--- src/rtl/vec_remap_pkg.sv ---
package vec_remap_pkg;
   typedef enum logic [1:0] {
      SRC_FLASH = 2'd0,
      SRC_BOOT  = 2'd1,
      SRC_SRAM  = 2'd2
   } vsrc_e;

   localparam logic [1:0] MODE_BOOT  = 2'b00;
   localparam logic [1:0] MODE_SRAM  = 2'b01;
endpackage

--- src/rtl/vec_remap_mode_reg.sv ---
module vec_remap_mode_reg #(
   parameter int          CFG_AW     = 12,
   parameter int          CFG_DW     = 32,
   parameter logic [11:0] CFG_OFFSET = 12'h100,
   parameter bit          SRAM_EN    = 1'b1
) (
   input  logic              clk,
   input  logic              rst_n,
   input  logic              strap_hi,
   input  logic              strap_lo,
   input  logic              cfg_we,
   input  logic [CFG_AW-1:0] cfg_addr,
   input  logic [CFG_DW-1:0] cfg_wdata,
   output logic [1:0]        mode
);
   localparam logic [CFG_AW-1:0] SEL_ADDR = CFG_AW'(CFG_OFFSET);

   logic strap_lo_eff;
   logic wr_lo_eff;
   logic sel_hit;

   generate
      if (SRAM_EN) begin : g_sram_on
         assign strap_lo_eff = strap_lo;
         assign wr_lo_eff    = cfg_wdata[0];
      end else begin : g_sram_off
         assign strap_lo_eff = 1'b0;
         assign wr_lo_eff    = 1'b0;
      end
   endgenerate

   assign sel_hit = cfg_we && (cfg_addr == SEL_ADDR);

   always_ff @(posedge clk) begin
      if (!rst_n) begin
         mode <= {strap_hi, strap_lo_eff};
      end else if (sel_hit) begin
         mode <= {cfg_wdata[1], wr_lo_eff};
      end
   end
endmodule

--- src/rtl/vec_remap_xlate.sv ---
module vec_remap_xlate
   import vec_remap_pkg::*;
#(
   parameter int                ADDR_W     = 32,
   parameter int                VEC_WORDS  = 4,
   parameter logic [ADDR_W-1:0] BOOT_BASE  = '0,
   parameter logic [ADDR_W-1:0] SRAM_BASE  = '0,
   parameter logic [ADDR_W-1:0] FLASH_BASE = '0,
   parameter bit                SRAM_EN    = 1'b1
) (
   input  logic [1:0]        mode,
   input  logic [ADDR_W-1:0] rd_addr,
   output logic              vec_hit,
   output logic [1:0]        src_sel,
   output logic [ADDR_W-1:0] map_addr
);
   localparam int OFF_W = $clog2(VEC_WORDS * 4);

   logic [ADDR_W-1:0] offset;
   vsrc_e             win_src;
   logic [ADDR_W-1:0] win_base;

   assign vec_hit = (rd_addr[ADDR_W-1:OFF_W] == '0);
   assign offset  = {{(ADDR_W-OFF_W){1'b0}}, rd_addr[OFF_W-1:0]};

   generate
      if (SRAM_EN) begin : g_dec_full
         always_comb begin
            unique case (mode)
               MODE_BOOT: win_src = SRC_BOOT;
               MODE_SRAM: win_src = SRC_SRAM;
               default:   win_src = SRC_FLASH;
            endcase
         end
      end else begin : g_dec_nosram
         always_comb begin
            win_src = (mode[1] == 1'b0) ? SRC_BOOT : SRC_FLASH;
         end
      end
   endgenerate

   always_comb begin
      unique case (win_src)
         SRC_BOOT: win_base = BOOT_BASE;
         SRC_SRAM: win_base = SRAM_BASE;
         default:  win_base = FLASH_BASE;
      endcase
   end

   always_comb begin
      if (vec_hit) begin
         src_sel  = win_src;
         map_addr = win_base + offset;
      end else begin
         src_sel  = SRC_FLASH;
         map_addr = rd_addr;
      end
   end
endmodule

--- src/rtl/vec_remap_sel.sv ---
module vec_remap_sel #(
   parameter int                ADDR_W     = 32,
   parameter int                VEC_WORDS  = 4,
   parameter int                CFG_AW     = 12,
   parameter int                CFG_DW     = 32,
   parameter logic [11:0]       CFG_OFFSET = 12'h100,
   parameter logic [ADDR_W-1:0] BOOT_BASE  = ADDR_W'(32'h1F00_0000),
   parameter logic [ADDR_W-1:0] SRAM_BASE  = ADDR_W'(32'h2000_0000),
   parameter logic [ADDR_W-1:0] FLASH_BASE = '0,
   parameter bit                SRAM_EN    = 1'b1
) (
   input  logic              clk,
   input  logic              rst_n,
   input  logic              strap_hi,
   input  logic              strap_lo,
   input  logic              cfg_we,
   input  logic [CFG_AW-1:0] cfg_addr,
   input  logic [CFG_DW-1:0] cfg_wdata,
   output logic [CFG_DW-1:0] cfg_rdata,
   input  logic [ADDR_W-1:0] rd_addr,
   output logic              vec_hit,
   output logic [1:0]        src_sel,
   output logic [ADDR_W-1:0] map_addr
);
   localparam int WIN_BYTES = VEC_WORDS * 4;
   localparam int OFF_W     = $clog2(WIN_BYTES);

   generate
      if (VEC_WORDS < 1 || (VEC_WORDS & (VEC_WORDS - 1)) != 0) begin : g_bad_words
         $error("VEC_WORDS must be a power of two");
      end
      if (ADDR_W <= OFF_W) begin : g_bad_aw
         $error("ADDR_W too small for the vector window");
      end
      if (CFG_DW < 2 || CFG_AW < 1 || CFG_AW > 12) begin : g_bad_cfg
         $error("configuration port widths out of range");
      end
   endgenerate

   logic [1:0] mode;

   vec_remap_mode_reg #(
      .CFG_AW    (CFG_AW),
      .CFG_DW    (CFG_DW),
      .CFG_OFFSET(CFG_OFFSET),
      .SRAM_EN   (SRAM_EN)
   ) u_mode (
      .clk      (clk),
      .rst_n    (rst_n),
      .strap_hi (strap_hi),
      .strap_lo (strap_lo),
      .cfg_we   (cfg_we),
      .cfg_addr (cfg_addr),
      .cfg_wdata(cfg_wdata),
      .mode     (mode)
   );

   vec_remap_xlate #(
      .ADDR_W    (ADDR_W),
      .VEC_WORDS (VEC_WORDS),
      .BOOT_BASE (BOOT_BASE),
      .SRAM_BASE (SRAM_BASE),
      .FLASH_BASE(FLASH_BASE),
      .SRAM_EN   (SRAM_EN)
   ) u_xlate (
      .mode    (mode),
      .rd_addr (rd_addr),
      .vec_hit (vec_hit),
      .src_sel (src_sel),
      .map_addr(map_addr)
   );

   assign cfg_rdata = {{(CFG_DW-2){1'b0}}, mode};
endmodule

--- config.mk ---
export PLATFORM = sky130hd
export DESIGN_NAME = vec_remap_sel
export DESIGN_NICKNAME = d
export VERILOG_FILES = /design/src/rtl/vec_remap_pkg.sv /design/src/rtl/vec_remap_mode_reg.sv /design/src/rtl/vec_remap_xlate.sv /design/src/rtl/vec_remap_sel.sv
export SDC_FILE = /design/constraint.sdc
export NUM_CORES = 1
export LEC_CHECK = 0
export BUFFER_PORTS_ARGS = -buffer_cell sky130_fd_sc_hd__buf_4
export CORE_MARGIN = 3
export CORE_UTILIZATION = 23
export CTS_BUF_LIST = sky130_fd_sc_hd__clkbuf_2
export CTS_CLUSTER_DIAMETER = 80
export DETAILED_ROUTE_END_ITERATION = 6
export GPL_TIMING_DRIVEN = 0
export HOLD_SLACK_MARGIN = 0.06
export PLACE_DENSITY_LB_ADDON = 0.2
export SETUP_SLACK_MARGIN = 0.15
export SLEW_MARGIN = 20
export SYNTH_ARGS = -nofsm -noshare
export SYNTH_HDL_FRONTEND = slang
export SYNTH_SLANG_ARGS = --single-unit
--- constraint.sdc ---
create_clock -name clk -period 2.4 [get_ports clk]
set_input_delay 0.12 -clock clk [delete_from_list [all_inputs] [get_ports clk]]
set_output_delay 0.12 -clock clk [all_outputs]
set_load 0.02 [all_outputs]
Word-level counts from Yosys, hierarchy flattened
Index checks and enable logic that the tools add are counted.
{"block": "word_totals", "register_bits": 2, "in_bits": 81, "word_cells": 16}
{"block": "op_classes", "addsub": 1, "n_eq_ne": 5, "muxes": 6, "n_reduce_logical": 3}
{"op": "30-bit one-hot mux with 2 select lines", "n": 1}
{"op": "32-bit 2-to-1 mux", "n": 1}
{"op": "30-bit by 4-bit adder with 31-bit output", "n": 1}
{"op": "28-bit zero test", "n": 1}
{"op": "12-bit by 9-bit == test with 1-bit output (second input constant)", "n": 1}
{"op": "2-bit 2-to-1 mux", "n": 3}
{"op": "2-bit by 1-bit == test with 1-bit output (second input constant)", "n": 2}
{"op": "2-bit one-hot mux with 2 select lines", "n": 1}
{"op": "2-bit == test (second input constant)", "n": 1}
{"op": "2-bit zero test", "n": 1}
{"op": "2-bit by 1-bit != test with 1-bit output (second input constant)", "n": 1}
{"op": "1-bit logical AND", "n": 1}

Logic depth before layout (Yosys ltp)
Gate-level depths: netlist (run 1).
{"block": "depth", "ltp_word": 6, "ltp_mapped": 3, "ltp_nobuf": 3}

Modules after synthesis
A second synthesis (run 1) with hierarchy kept.
{"block": "hier_totals", "hier_cells": 90, "hier_area_um2": 669.4}
{"mod": "vec_remap_xlate", "instances": 1, "cells_each": 49, "area_each_um2": 305.3, "seq_area_each_um2": 0.0}
{"mod": "vec_remap_sel", "instances": 1, "cells_each": 31, "area_each_um2": 229.0, "seq_area_each_um2": 0.0}
{"mod": "vec_remap_mode_reg", "instances": 1, "cells_each": 10, "area_each_um2": 135.1, "seq_area_each_um2": 60.1}

Least setup slack after synthesis (run 1)
Ideal clock, no wire load.
{"block": "synth_timing", "path_kind": "input -> output", "start": "input port rd_addr[21]", "end": "output port src_sel[1]", "arrival_ns": 1.230, "required_ns": 2.280, "setup_slack_ns": 1.050, "cell_stages": 3, "path_buffers": 0, "cell_sequence": "nor4_1 -> nand4_2 -> nor3_1"}
{"block": "synth_via", "elab_chain_cells": 2}
{"element": "start: declaration", "line": "vec_remap_sel.sv:20", "text": "input logic [ADDR_W-1:0] rd_addr,"}
{"element": "28-bit zero test", "line": "vec_remap_xlate.sv:23", "text": "assign vec_hit = (rd_addr[ADDR_W-1:OFF_W] == '0);"}
{"element": "2-bit 2-to-1 mux", "line": "vec_remap_xlate.sv:51", "text": "if (vec_hit) begin"}
{"element": "end: declaration", "line": "vec_remap_sel.sv:22", "text": "output logic [1:0] src_sel,"}
No other way between the ends.

Final worst setup path (run 1)
{"block": "layout_timing", "start": "input port rd_addr[21]", "end": "output port map_addr[29]"}
{"block": "layout_via", "elab_chain_cells": 2}
{"element": "28-bit zero test", "line": "vec_remap_xlate.sv:23"}
{"element": "32-bit 2-to-1 mux", "line": "vec_remap_xlate.sv:51"}
{"element": "end: declaration", "line": "vec_remap_sel.sv:23", "text": "output logic [ADDR_W-1:0] map_addr"}
No other way between the ends.

==> results of run 1 <==
cell families (layout without fill, tap and decap cells):
kind of cell	count (synthesis)	after routing
mux	2	2
other cells	1	30
buf+inv	57	143
flops	2	2
simple gates	20	20
compound gates	7	7
critical path, stage by stage:
cell and delay, ns:
buf_4 0.11, nor4_1 0.34, nand4_2 0.30, o31ai_2 0.30, buf_4 0.17
final timing paths:
kind / start / to / slack, ns / depth (start not counted)
max: rd_addr[21] / map_addr[29] / 0.93 / 5
min: strap_lo / u_mode.mode[0]$_DFFE_PP_ / 0.24 / 2
layout make-up:
class / count / area (um^2) / area share [%]
repair buffers: 83 / 623 / 43.6
multi-input cells: 59 / 347 / 24.2
plain buffers: 56 / 344 / 24.1
flip-flops and latches: 2 / 60.1 / 4.20
well taps: 30 / 37.5 / 2.62
clock buffers: 3 / 15.0 / 1.05
inverters: 1 / 3.75 / 0.262
metal layers:
metal	up-vias	GRT usage [%]	routed length (um)
met4	0	5.50	29
li1	452	-	-
met5	-	0	0
met2	64	22.9	1230
met1	335	11.6	600
met3	4	2.61	327
Yosys cell counts:
library cell,count,area (um^2)
nor4b_1,1,8.76
nor2_1,4,15.0
o21bai_1,5,37.5
nand4_2,1,12.5
dlygate4sd3_1,1,10.0
mux2_2,2,22.5
nor4_2,4,50.1
nor4_1,3,18.8
nand2_1,1,3.75
buf_4,34,255
edfxtp_1,2,60.1
o31ai_2,1,12.5
nand4_1,1,6.26
o41ai_2,1,16.3
conb_1,1,3.75
nor3_1,1,5.00
or4_1,1,7.51
clkbuf_1,21,78.8
inv_1,1,3.75
nand3b_1,1,7.51
nand3_1,2,10.0
power groups by stage:
stage               logic (mW)  clock network, mW  registers (mW)
floorplan                0.148                  0          0.0491
global placement         0.266                  0          0.0451
detailed placement       0.269                  0          0.0455
CTS                      0.269             0.0544          0.0452
global route             0.288             0.0543          0.0455
finish                   0.269             0.0506          0.0450
metrics by stage:
stage	std cells	hold slack [ns]	setup slack [ns]	util, %
floorplan	118	0.287	1.05	-
global placement	231	0.425	0.880	55.1
detailed placement	231	0.427	0.898	55.1
CTS	234	0.224	0.899	55.7
global route	234	0.236	0.763	55.7
finish	234	0.236	0.929	55.7
==> results by group, run 1 <==
Timing
  – Final setup violation count: 0
  – FMAX: 0.680 GHz
  – Setup TNS: 0 ns
  – Max-slew violations: 0
  – Crit share post-route: 61.3%
  – RSZ-0062 raised after global routing: false
  – Post-layout min period: 1.47 ns
  – Hold Vio Cnt, Final: 0

Clock tree
  – Clock Sink Count: 2
  – H-tree lvl count: 1
  – Num CTS Buffers: 3
  – Clk slew on worst S/H paths: approximately 0.03 ns
  – Postcts setup bufs: 0
  – Clock Path Buffers: 2
  – Post-cts resize count: 0
  – CTS tree: yes
  – Hold-fix buffers at CTS: 0
  – Root buf cell: clkbuf_2

Global routing
  – Initial antenna violation count: 0
  – GRT Residual Overflow: 0
  – GRT Util Overall: 11.8%
  – First-pass GRT wire length: 3200 um
  – Vias in the first global route: 800
  – Largest net degree at the start of global routing: 10

Yosys
  – Mapped Cells: 89
  – Simple-Gate Fraction of Synth Area: 22.5%
  – Cell area after synthesis: between 600 and 700 um^2
  – Mux contribution to synthesized area: roughly 3.5%
  – Post-synth cell types: 21
  – Syn_area_per_cell: 7.25 um^2
  – Largest family of logic cells by synthesized area: buffers and inverters
  – Count of state elements after synthesis: 2
  – Synth Area in Adders: 0%
  – Sequential share of the synthesized area: 9.30%
  – Synth Warn #: 0
  – Synth Area in Compound Gates: 10.3%
  – Xor/xnor cell area share of the yosys netlist: 0%

Cells and area
  – Nets@finish: ~290
  – P&R area growth vs syn: 122%
  – Number of diodes: 0
  – Layout cells sized above 1: 63.2%
  – Most common cell after layout, fill and taps aside: buf_4
  – Max FFs per register: 2
  – Biggest regs: u_mode.mode x2
  – Post-route cell area: 1430 um^2
  – Most flops, register: u_mode.mode
  – # fillers: approximately 270
  – Commonest non-fill, non-tap cells in the layout: buf_4, conb_1, clkbuf_1

Worst hold path
  – Min-delay worst type: in2reg

Floorplan
  – Die footprint: 3480 um^2
  – IO Count: roughly 150
  – Core region area: 2570 um^2
  – Die Width: 59.0 um
  – Die Y: 59.0 um
  – Num rows: 18
  – Initial Util: 25.1%

Power and ir drop
  – Net Sw Power: 149 uW
  – P_int: between 200 and 250 uW
  – Comb pwr share: about three quarters
  – Leak: 0.792 nW
  – Clock power share: 13.9%
  – Pwr Total: 365 uW
  – PwrDens: between 200 and 300 nW/um^2
  – Reg power frac: about 12%
  – VDD IR-drop max: around 280 uV
  – Switching part of the total power: between 40% and 50%

Detailed routing
  – Vias/cell: 3.65
  – Total Wirelength: about 2200 um
  – # DRC: 0
  – DR WL/cell: 9.33 um
  – DR iter-0 viols: 6
  – Router iterations before antenna repair: 3
  – Via count: 855
  – ANT nets after route: 0

Setup path
  – Worst path arrival time: 1.35 ns
  – Worst setup EP type: output pin
  – Data required time of the worst path: 2.28 ns
  – Startpoint Class: input pin
  – Kind of critical path: in2out
  – Max Fanout on Critical Path: 9

Run status
  – Status: finished clean

Place
  – IO Port Bufs: just over 80
  – Placer Congestion: 0.677
  – Hpwl dp: 2110 um
  – DP Area: 1420 um^2

Flow run
  – Max-cap violation count: 0
Note: power is estimated with default switching activity, not from simulation.
==> run 2: changes to the inputs <==
--- a/config.mk
+++ b/config.mk
@@ -7,7 +7,7 @@
 export LEC_CHECK = 0
 export BUFFER_PORTS_ARGS = -buffer_cell sky130_fd_sc_hd__buf_4
 export CORE_MARGIN = 3
-export CORE_UTILIZATION = 23
+export CORE_UTILIZATION = 21
 export CTS_BUF_LIST = sky130_fd_sc_hd__clkbuf_2
 export CTS_CLUSTER_DIAMETER = 80
 export DETAILED_ROUTE_END_ITERATION = 6
==> constraint.sdc (replaced) <==
create_clock -name clk -period 1.2 [get_ports clk]
set_input_delay 0.06 -clock clk [delete_from_list [all_inputs] [get_ports clk]]
set_output_delay 0.06 -clock clk [all_outputs]
set_load 0.02 [all_outputs]
==> results by group, run 2 (synthesis gave the netlist of run 1 again) <==
Run status
  – Status: finished with violations
  – Failing checks: negative setup slack

Detailed routing
  – # DRC: 0
  – Vias/cell: approximately 3.9
  – Total Wirelength: 2580 um
  – DR iter-0 viols: 5
  – Router iterations before antenna repair: 2
  – Via count: 936
  – DR WL/cell: 10.6 um
  – ANT nets after route: 0

Timing
  – Post-layout min period: 1.38 ns
  – RSZ-0062 raised after global routing: true
  – Max-slew violations: 0
  – FMAX: 0.723 GHz
  – Crit share post-route: 115%
  – Worst setup slack after layout: -0.182 ns
  – Final setup violation count: 8
  – WHS: 0.178 ns
  – Hold Vio Cnt, Final: 0

Worst hold path
  – Min-delay worst type: in2reg
  – Hold path depth: 2

Power and ir drop
  – PwrDens: 476 nW/um^2
  – VDD IR-drop max: 497 uV
  – Leak: 0.871 nW

Floorplan
  – Core region area: 2850 um^2
  – Die Y: just over 60 um
  – IO Count: 148
  – Die footprint: 3780 um^2
  – Initial Util: 22.6%
  – Die Width: 61.4 um
  – Num rows: 19

Place
  – IO Port Bufs: 83
  – Dpl ws: -0.310 ns
  – Placer Congestion: 0.691
  – Cells after DPL: between 200 and 250
  – DP Area: roughly 1500 um^2

Global routing
  – Vias in the first global route: ~870
  – Largest net degree at the start of global routing: 6
  – GRT Util Overall: about an eighth
  – Initial antenna violation count: 0
  – First-pass GRT wire length: 3480 um
  – GRT Residual Overflow: 0

Flow run
  – Max-cap violation count: 0

Setup path
  – Startpoint Class: flip-flop
  – Worst path arrival time: 1.32 ns
  – Critical path's most frequent cell: buf_4
  – CP top delay family: flip-flops
  – Slowest CP cell: edfxtp_1
  – Worst path max stage delay: 0.39 ns
  – Kind of critical path: reg2out
  – Critical path capture point: map_addr[24]
  – CP Cell Sequence: nor2_1, nand4_1, buf_4, o21bai_1, buf_4
  – Worst setup EP type: output pin
  – Buf+Inv Stages, Crit Path: 2
  – Crit. Startpoint: u_mode.mode[0]$_DFFE_PP_
  – Crit path depth: 5
  – Max Fanout on Critical Path: 4
  – Data required time of the worst path: between 1 and 1.5 ns

Cells and area
  – Finished Core Util: 56.9%
  – Final instance count without filler cells: 242
  – Number of diodes: 0
  – Most flops, register: u_mode.mode
  – Biggest regs: u_mode.mode x2
  – Max FFs per register: 2
  – # fillers: 272
  – Post-route cell area: 1620 um^2
  – Commonest non-fill, non-tap cells in the layout: buf_4, conb_1, clkbuf_1
  – Most common cell after layout, fill and taps aside: buf_4
  – P&R area growth vs syn: 151%
  – Layout cells sized above 1: 67.8%
  – Nets@finish: 294

Clock tree
  – H-tree lvl count: 1
  – Num CTS Buffers: 3
  – Clock Sink Count: 2
  – CTS tree: yes
  – Hold-fix buffers at CTS: 0
  – Clock Path Buffers: 2
  – Clk slew on worst S/H paths: 0.03 ns
  – Root buf cell: clkbuf_2
run 2: changes by cell type in the layout (fill, tap and decap cells not counted), moves of 2 or more:
cell | before | now
nor2_1 | 4 | 2
nor4_1 | 3 | 0
buf_6 | 0 | 11
buf_4 | 117 | 112
nor4_4 | 0 | 3
run 2: layer usage:
layer  up-vias  global-route usage [%]  routed length (um)
met5         -                       0                   0
met4         0                    3.64                  10
met3         2                    3.35                 410
met2        74                    27.0                1430
met1       393                    10.3                 722
li1        467                       -                   -
run 2: metrics by stage:
stage                     TNS (ns)  power [mW]
final                       -0.976       0.773
after global routing         -1.79       0.826
after CTS                   -0.975       0.776
after detailed placement     -2.25       0.635
after global placement       -2.13       0.630
after floorplan             -0.408       0.399
run 2: cell type report:
type	instances	area (um^2)	share of cell area, %
tap	31	38.8	2.39
clock buffer	3	15.0	0.925
buffer	56	344	21.2
sequential	2	60.1	3.70
multi-input combinational	59	437	26.9
timing repair buffer	90	724	44.6
inverter	1	3.75	0.231
run 2: worst min-delay path by stage:
stage / start / end / slack (ns)
final: cfg_wdata[1] / u_mode.mode[1]$_DFFE_PP_ / 0.18
after global routing: rst_n / u_mode.mode[1]$_DFFE_PP_ / 0.17
after CTS: cfg_wdata[1] / u_mode.mode[1]$_DFFE_PP_ / 0.17
after detailed placement: rd_addr[1] / map_addr[1] / 0.32
after global placement: rd_addr[3] / map_addr[3] / 0.32
after floorplan: rst_n / u_mode.mode[0]$_DFFE_PP_ / 0.22
run 2: where the power goes:
group          internal [mW]  leakage, nW  switching, mW  total (mW)
registers             0.0855       0.0196        0.00393      0.0895
logic                  0.302        0.839          0.280       0.582
clock network         0.0662       0.0125         0.0359       0.102
total                  0.454        0.871          0.320       0.773
run 2: timing repair:
| item | in CTS | in global routing |
|---|---|---|
| setup endpoints to repair | 11 | 11 |
| pin swaps | 4 | 4 |
| buffers inserted | 6 | 0 |
| resized for setup | 17 | 6 |
| gates cloned | 1 | 0 |
==> run 3: changes to the inputs <==
--- a/config.mk
+++ b/config.mk
@@ -6,9 +6,11 @@
 export NUM_CORES = 1
 export LEC_CHECK = 0
 export BUFFER_PORTS_ARGS = -buffer_cell sky130_fd_sc_hd__buf_4
+export CELL_PAD_IN_SITES_DETAIL_PLACEMENT = 1
+export CELL_PAD_IN_SITES_GLOBAL_PLACEMENT = 1
 export CORE_MARGIN = 3
-export CORE_UTILIZATION = 21
-export CTS_BUF_LIST = sky130_fd_sc_hd__clkbuf_2
+export CORE_UTILIZATION = 11
+export CTS_BUF_LIST = sky130_fd_sc_hd__clkbuf_8
 export CTS_CLUSTER_DIAMETER = 80
 export DETAILED_ROUTE_END_ITERATION = 6
 export GPL_TIMING_DRIVEN = 0
==> results by group, run 3 (synthesis gave the netlist of run 1 again) <==
Run status
  – Status: finished with violations
  – Failing checks: negative setup slack

Clock tree
  – Clk slew on worst S/H paths: 0.03 ns
  – Clock Path Buffers: 2
  – Hold-fix buffers at CTS: 0
  – Clock Sink Count: 2
  – CTS tree: yes
  – Num CTS Buffers: 3
  – Root buf cell: clkbuf_8
  – H-tree lvl count: 1

Global routing
  – Vias in the first global route: 911
  – Initial antenna violation count: 0
  – GRT Residual Overflow: 0
  – First-pass GRT wire length: between 3000 and 4000 um
  – Largest net degree at the start of global routing: 5
  – GRT Util Overall: 7.23%

Power and ir drop
  – Clock power share: 27.6%
  – Switching part of the total power: 36.5%
  – Leak: ~0.9 nW
  – Pwr Total: about 960 uW
  – Reg power frac: 9.5%
  – Net Sw Power: 350 uW
  – VDD IR-drop max: about 360 uV
  – PwrDens: 552 nW/um^2
  – P_int: 608 uW
  – Comb pwr share: 62.9%

Setup path
  – Worst path arrival time: roughly 1.3 ns
  – Crit. Startpoint: u_mode.mode[1]$_DFFE_PP_
  – Max Fanout on Critical Path: 4
  – Startpoint Class: flip-flop
  – Data required time of the worst path: 1.14 ns
  – Kind of critical path: reg2out
  – Worst setup EP type: output pin

Detailed routing
  – ANT nets after route: 0
  – Total Wirelength: between 2000 and 3000 um
  – # DRC: 0
  – Via count: 951
  – DR iter-0 viols: 5
  – Vias/cell: about 3.3
  – DR WL/cell: 10.1 um
  – Router iterations before antenna repair: 4

Timing
  – Hold Vio Cnt, Final: 0
  – FMAX: 0.726 GHz
  – Max-slew violations: 0
  – Final setup violation count: 8
  – Worst setup slack after layout: -0.177 ns
  – Post-layout min period: 1.38 ns
  – RSZ-0062 raised after global routing: true
  – Crit share post-route: 115%

Cells and area
  – Most common cell after layout, fill and taps aside: buf_4
  – Commonest non-fill, non-tap cells in the layout: buf_4, conb_1, clkbuf_1
  – Layout cells sized above 1: 68.1%
  – Max FFs per register: 2
  – Final instance count without filler cells: approximately 290
  – Number of diodes: 0
  – P&R area growth vs syn: 169%
  – Most flops, register: u_mode.mode
  – Biggest regs: u_mode.mode x2
  – Nets@finish: 296

Floorplan
  – Core region area: 5610 um^2
  – Num rows: 27
  – Die footprint: 6820 um^2
  – Die Y: 82.6 um
  – Die Width: approximately 83 um
  – Initial Util: 11.5%
  – IO Count: 148

Place
  – Cells after DPL: 273
  – Placer Congestion: 0.608
  – Hpwl dp: 2620 um
  – IO Port Bufs: 83

Flow run
  – Max-cap violation count: 0

Worst hold path
  – Hold path depth: 2
  – Min-delay worst type: in2reg
  – Hold EP: u_mode.mode[0]$_DFFE_PP_
  – Hold Path Origin: rst_n
==> run 3: cell types whose count changed in the layout (fill, tap and decap cells not counted) <==
cell	delta
nor4_2	-3
buf_6	-2
nor4_4	+3
buf_4	+4
clkbuf_8	+3
clkbuf_2	-3
==> run 3: critical path, stage by stage, from the launching register on <==
cell and delay (ns):
edfxtp_1 0.40, nor2_2 0.13, nand4_1 0.12, buf_4 0.18, o21bai_1 0.12, buf_4 0.16
==> run 3: what timing repair did <==
action                                  CTS  global route
endpoints found under the setup margin   11            11
buffers inserted                          7             2
pin swaps                                 2             6
gates resized for setup                   9            14
==> run 3: how the worst max path moves through the flow <==
| stage | endpoint | slack [ns] | cells after the start |
|---|---|---|---|
| 2_1_floorplan | map_addr[24] | -0.07 | 3 |
| 3_3_place_gp | map_addr[29] | -0.36 | 5 |
| 3_5_place_dp | map_addr[29] | -0.36 | 5 |
| 4_1_cts | map_addr[26] | -0.17 | 5 |
| 5_1_grt | map_addr[25] | -0.30 | 5 |
| 6_report | map_addr[25] | -0.18 | 5 |
==> run 3: metrics by stage <==
step	setup WS (ns)	setup TNS (ns)	cell area [um^2]	hold slack [ns]	util (%)
after global placement	-0.361	-2.76	1500	0.318	26.8
after global routing	-0.301	-2.11	1730	0.161	30.9
after detailed placement	-0.365	-2.68	1500	0.319	26.8
after CTS	-0.169	-1.18	1650	0.156	29.5
after floorplan	-0.0687	-0.408	790	0.217	-
final	-0.177	-1.25	1730	0.160	30.9
==> run 3: area by class of cell <==
type | instances | area (um^2)
fill | 707 | 3870
timing repair buffer | 92 | 732
multi-input combinational | 59 | 463
buffer | 56 | 344
tap | 72 | 90.1
sequential | 2 | 60.1
clock buffer | 3 | 41.3
inverter | 1 | 3.75
==> run 3: power by group through the flow <==
stage	clock network (mW)	logic, mW	registers [mW]
2_1_floorplan	0	0.301	0.0982
3_3_place_gp	0	0.548	0.0905
3_5_place_dp	0	0.552	0.0906
4_1_cts	0.275	0.584	0.0895
5_1_grt	0.283	0.648	0.0927
6_report	0.264	0.603	0.0908
==> run 3: routing by layer <==
layer,wire (um),GRT usage [%],vias up
met1,818,6.37,405
met2,1430,14.1,79
met4,0,2.45,0
li1,-,-,467
met5,0,0,-
met3,615,3.47,0
